`config.mk`:
```
export PLATFORM = sky130hd
export DESIGN_NAME = ecam_cfg_decoder
export DESIGN_NICKNAME = d
export VERILOG_FILES = /design/src/rtl/ecam_pkg.sv /design/src/rtl/ecam_filter.sv /design/src/rtl/ecam_addr_pack.sv /design/src/rtl/ecam_cfg_decoder.sv
export SDC_FILE = /design/constraint.sdc
export NUM_CORES = 1
export LEC_CHECK = 0
export ABC_CLOCK_PERIOD_IN_PS = 4940
export BUFFER_PORTS_ARGS = -buffer_cell sky130_fd_sc_hd__buf_2
export CAP_MARGIN = 20
export CORE_AREA = 2 2 47 92
export CTS_CLUSTER_SIZE = 40
export DETAILED_ROUTE_END_ITERATION = 6
export DIE_AREA = 0 0 49 94
export PLACE_DENSITY = 0.8
export SYNTH_ARGS = -nofsm -noshare
export SYNTH_HDL_FRONTEND = slang
export SYNTH_SLANG_ARGS = --single-unit
```
`constraint.sdc`:
```
create_clock -name clk -period 4.94 [get_ports clk]
set_input_delay 0.988 -clock clk [delete_from_list [all_inputs] [get_ports clk]]
set_output_delay 0.988 -clock clk [all_outputs]
set_load 0.01 [all_outputs]
```
`src/rtl/ecam_pkg.sv`:
```
package ecam_pkg;
    typedef enum logic [0:0] {
        ST_IDLE = 1'b0,
        ST_RESP = 1'b1
    } ecam_state_e;

    typedef struct packed {
        logic link_down;
        logic root_fn;
        logic child_fn;
        logic out_of_range;
        logic misaligned;
    } ecam_cause_t;
endpackage

```
`src/rtl/ecam_filter.sv`:
```
module ecam_filter
    import ecam_pkg::*;
#(
    parameter int BUS_W   = 8,
    parameter int DEVFN_W = 8,
    parameter int OFS_W   = 12,
    parameter int LIM_W   = 3,
    parameter int ALIGN_W = 2
) (
    input  logic [BUS_W-1:0]   bus,
    input  logic [DEVFN_W-1:0] devfn,
    input  logic [OFS_W-1:0]   offset,
    input  logic [BUS_W-1:0]   parent,
    input  logic [BUS_W-1:0]   root,
    input  logic               link_up,
    input  logic [LIM_W-1:0]   limit,
    output ecam_cause_t        cause
);
    localparam int PAD_W = BUS_W - LIM_W;

    logic [BUS_W-1:0] limit_ext;
    logic             on_root;
    logic             fn_nonzero;

    assign limit_ext  = {{PAD_W{1'b0}}, limit};
    assign on_root    = (bus == root);
    assign fn_nonzero = |devfn;

    always_comb begin
        cause.link_down    = !on_root && !link_up;
        cause.root_fn      = on_root && fn_nonzero;
        cause.child_fn     = (parent == root) && fn_nonzero;
        cause.out_of_range = bus > limit_ext;
        cause.misaligned   = |offset[ALIGN_W-1:0];
    end
endmodule

```
`src/rtl/ecam_addr_pack.sv`:
```
module ecam_addr_pack #(
    parameter int BUS_W   = 8,
    parameter int DEVFN_W = 8,
    parameter int OFS_W   = 12
) (
    input  logic [BUS_W-1:0]               bus,
    input  logic [DEVFN_W-1:0]             devfn,
    input  logic [OFS_W-1:0]               offset,
    input  logic                           kill,
    output logic [BUS_W+DEVFN_W+OFS_W-1:0] addr
);
    localparam int ADDR_W = BUS_W + DEVFN_W + OFS_W;

    always_comb begin
        if (kill) addr = '0;
        else      addr = {bus, devfn, offset};
    end

    initial begin
        if (ADDR_W != BUS_W + DEVFN_W + OFS_W) $error("address width mismatch");
    end
endmodule

```
`src/rtl/ecam_cfg_decoder.sv`:
```
module ecam_cfg_decoder
    import ecam_pkg::*;
#(
    parameter int BUS_W     = 8,
    parameter int DEVFN_W   = 8,
    parameter int OFS_W     = 12,
    parameter int INFO_W    = 32,
    parameter int LIM_LSB   = 16,
    parameter int LIM_W     = 3,
    parameter int ADDR_W    = BUS_W + DEVFN_W + OFS_W
) (
    input  logic               clk,
    input  logic               rst_n,
    input  logic               req_valid,
    output logic               req_ready,
    input  logic               req_write,
    input  logic [BUS_W-1:0]   req_bus,
    input  logic [DEVFN_W-1:0] req_devfn,
    input  logic [OFS_W-1:0]   req_offset,
    input  logic [BUS_W-1:0]   req_parent,
    input  logic [BUS_W-1:0]   root_bus,
    input  logic               link_up,
    input  logic [INFO_W-1:0]  brg_info,
    output logic               rsp_valid,
    output logic [ADDR_W-1:0]  rsp_addr,
    output logic               rsp_reject,
    output logic               rsp_fill_ones,
    output logic               rsp_drop_write
);
    ecam_state_e       state_q, state_d;
    ecam_cause_t       cause;
    logic              reject_c;
    logic              take;
    logic [ADDR_W-1:0] addr_c;
    logic [ADDR_W-1:0] addr_q;
    logic              reject_q;
    logic              write_q;
    logic              unused_info_bits;

    assign unused_info_bits = ^brg_info;

    ecam_filter #(
        .BUS_W  (BUS_W),
        .DEVFN_W(DEVFN_W),
        .OFS_W  (OFS_W),
        .LIM_W  (LIM_W),
        .ALIGN_W(2)
    ) u_filter (
        .bus    (req_bus),
        .devfn  (req_devfn),
        .offset (req_offset),
        .parent (req_parent),
        .root   (root_bus),
        .link_up(link_up),
        .limit  (brg_info[LIM_LSB +: LIM_W]),
        .cause  (cause)
    );

    assign reject_c = |cause;

    ecam_addr_pack #(
        .BUS_W  (BUS_W),
        .DEVFN_W(DEVFN_W),
        .OFS_W  (OFS_W)
    ) u_pack (
        .bus   (req_bus),
        .devfn (req_devfn),
        .offset(req_offset),
        .kill  (reject_c),
        .addr  (addr_c)
    );

    assign take = req_valid && (state_q == ST_IDLE);

    always_comb begin
        state_d = state_q;
        unique case (state_q)
            ST_IDLE: if (req_valid) state_d = ST_RESP;
            ST_RESP: state_d = ST_IDLE;
            default: state_d = ST_IDLE;
        endcase
    end

    always_ff @(posedge clk) begin
        if (!rst_n) begin
            state_q  <= ST_IDLE;
            addr_q   <= '0;
            reject_q <= 1'b0;
            write_q  <= 1'b0;
        end else begin
            state_q <= state_d;
            if (take) begin
                addr_q   <= addr_c;
                reject_q <= reject_c;
                write_q  <= req_write;
            end
        end
    end

    always_comb begin
        req_ready      = 1'b0;
        rsp_valid      = 1'b0;
        rsp_addr       = '0;
        rsp_reject     = 1'b0;
        rsp_fill_ones  = 1'b0;
        rsp_drop_write = 1'b0;
        unique case (state_q)
            ST_IDLE: req_ready = 1'b1;
            ST_RESP: begin
                rsp_valid      = 1'b1;
                rsp_addr       = addr_q;
                rsp_reject     = reject_q;
                rsp_fill_ones  = reject_q && !write_q;
                rsp_drop_write = reject_q && write_q;
            end
            default: req_ready = 1'b0;
        endcase
    end

    p_rsp_after_take_r2: assert property (@(posedge clk) disable iff (!rst_n)
        rsp_valid |-> $past(req_valid && req_ready));
    p_single_beat_r2: assert property (@(posedge clk) disable iff (!rst_n)
        rsp_valid |=> !rsp_valid);
    p_busy_ignores_r10: assert property (@(posedge clk) disable iff (!rst_n)
        rsp_valid |-> !req_ready);
    p_link_down_r4: assert property (@(posedge clk) disable iff (!rst_n)
        (req_valid && req_ready && !link_up && (req_bus != root_bus)) |=> rsp_reject);
    p_misalign_r8: assert property (@(posedge clk) disable iff (!rst_n)
        (req_valid && req_ready && (req_offset[1:0] != 2'b00)) |=> rsp_reject);
    p_reject_zero_r9: assert property (@(posedge clk) disable iff (!rst_n)
        (rsp_valid && rsp_reject) |-> (rsp_addr == '0) && (rsp_fill_ones != rsp_drop_write));
endmodule

```
==> flow_metrics.py <==
metrics = {
    "synthesis": {
        "synth-edff-count": 0,
        "synth_nets": 232,
        "postSynthCellCount": 148,
        "synth-simple-area-share": 0.2277,
        "synth_seq_cells": 31,
        "synth_cell_types": 26,
        "synthXorXnorAreaFrac": 0.09412,
        "synth_fa_ha_area_frac": 0.02521,
        "synth_mux_area_frac": 0.006723,
        "synthArstFlopShare": 0,
        "synth_area_mm2": 0.001489,
        "avgSynthCellArea_um2": 10.06,
        "synth_top_family_by_area": "simple AND/OR/NAND/NOR gates",
        "synth-compound-area-share": 0.1840,
        "synth_flop_cell": "dfxtp_1",
        "ys_seq_area_frac": 0.4168,
        "synth_warnings": 0,
    },
    "clocking": {
        "cts_buffers": 5,
        "htree_levels": 2,
        "ctsResizeCount": 0,
        "postCtsSetupRepairBufs": 0,
        "cts_hold_buf": 0,
        "ctsRootBufferMaster": "clkbuf_8",
        "cts_tree": "built",
        "cts_sinks": 31,
        "clock_latency_ns": 0.27,
        "cts_max_path_buffers": 2,
        "path_clk_slew_ns": 0.06,
    },
    "floorplan": {
        "row_count": 32,
        "die_area_mm2": 0.004606,
        "die_x_um": 49,
        "coreArea_mm2": 0.003884,
        "initial_core_util": 0.3834,
        "die_h_um": 94,
        "ios": 114,
    },
    "route": {
        "drtPass1Iterations": 4,
        "vias": 1341,
        "routed_wl_um": 3334,
        "viasPerCell": 4.705,
        "drt_iter0_drc": 14,
        "drcViolationCount": 0,
        "ant_nets": 0,
        "routedWlPerCell_um": 11.70,
    },
    "timing": {
        "holdWs_ns": 0.4477,
        "finalHoldViolations": 0,
        "period_share": 0.5327,
        "fin_skew_ns": 0.004144,
        "slew_headroom": 0.3188,
        "period_needed_ns": 2.631,
        "finalSetupTns_ns": 0,
        "tightest_slew_ns": 1.021,
        "rsz0062_at_grt": "false",
        "max_freq_mhz": 380.0,
        "setup_violations": 0,
        "slew_violations": 0,
    },
    "global_route": {
        "grt_max_degree": 34,
        "grt_pass1_wl_um": 5140,
        "grt_pass1_vias": 1229,
        "grt.total_usage": 0.1451,
        "antenna_found_initial": 0,
        "gr-total-overflow": 0,
    },
    "pwr": {
        "ir_drop_mv": 0.1772,
        "power_uw": 522.3,
        "p_per_area_mw_per_mm2": 255.8,
        "p_leak_uw": 0.001021,
    },
    "worst_setup_path": {
        "crit_type": "register to primary output",
        "critPathRequiredTime_ns": 3.95,
        "end_kind": "primary output",
        "crit_arrival_ns": 1.64,
        "path_max_fanout": 33,
        "start_kind": "register",
    },
    "flow_run": {
        "maxCapViolCount": 0,
    },
    "place": {
        "gp_congestion": 0.6980,
        "portBuffers": 84,
        "place_hpwl_um": 2674,
    },
    "status": {
        "outcome": "finished clean",
    },
    "cells_and_area": {
        "layout-drive-gt1-share": 0.4829,
        "diodes": 0,
        "area_delta_synth_final_pct": 37.14,
        "num-nets-final": 317,
    },
    "hold_path": {
        "hp-class": "register to register",
    },
}
## where the power goes
group,internal (uW),switching (uW),leakage [uW]
sequential,252,4.06,0.000250
clock,127,84.7,0.0000515
combinational,27.9,27.0,0.000719
total,407,116,0.00102
## worst paths after layout
path	start	endpoint	slack, ns	depth (start not counted)
setup reg to reg	state_q	addr_q[20]	2.63	3
hold reg to reg	addr_q[1]	addr_q[1]	0.45	1
hold / removal	addr_q[1]	addr_q[1]	0.45	1
setup / recovery	state_q	rsp_fill_ones	2.31	3
## through the flow
step                      worst slack (ns)  cell area, um^2  utilization  instances
after global routing                 2.100             2042       0.5258        285
after detailed placement             2.016             1942       0.5000        277
after global placement               2.040             1942       0.5000        277
final                                2.309             2042       0.5258        285
after floorplan                      2.447             1489            -        148
after CTS                            2.279             2042       0.5258        285
## critical path, stage by stage, from the launching register on
cell and delay, ns:
dfxtp_1 0.87, and2_1 0.24, nor2b_1 0.13, buf_2 0.13
## registers in the layout (all words and copies together) (netlist names)
register  flops
state_q       1
reject_q      1
write_q       1
addr_q       28
## cell usage in the layout (no fill, tap or decap), types with 2 or more instances in the layout
cell / instances
inv_1: 7
o21ai_0: 2
xor2_1: 8
a211oi_1: 3
clkbuf_8: 7
ha_1: 3
a22o_2: 16
a22o_1: 5
and2_1: 36
nand4_1: 2
nor2_1: 2
nor2b_1: 2
dfxtp_1: 31
xnor2_1: 8
or4_1: 3
nor2_2: 2
buf_2: 84
nor4_1: 3
## Yosys cell counts, types with 3 or more instances
cell | n | area share
and2_1 | 36 | 0.15
dfxtp_1 | 31 | 0.42
a22o_2 | 16 | 0.11
xnor2_1 | 8 | 0.047
xor2_1 | 8 | 0.047
inv_1 | 7 | 0.018
a22o_1 | 5 | 0.029
clkbuf_1 | 5 | 0.013
a211oi_1 | 3 | 0.015
ha_1 | 3 | 0.025
nor2_1 | 3 | 0.0076
nor4_1 | 3 | 0.013
or4_1 | 3 | 0.015
## cell type report
cell class	count	area, um^2
inverters	7	26.28
fillers	398	1842
multi-input cells	103	803.3
flip-flops and latches	31	620.6
clock buffers	8	100.1
well taps	51	63.81
repair buffers	85	427.9
## cell families after synthesis
kind of cell,after synthesis
compound gates,28
xor+xnor,16
fa+ha+maj,3
buf+inv,14
flops,31
mux,1
simple gates,55
## metal layers
layer	part of all wire	global-route usage
met1	0.34	0.1317
met2	0.58	0.2911
met3	0.059	0.03025
met4	0.019	0.07143
met5	0	0
(Power assumes the default switching activity.)
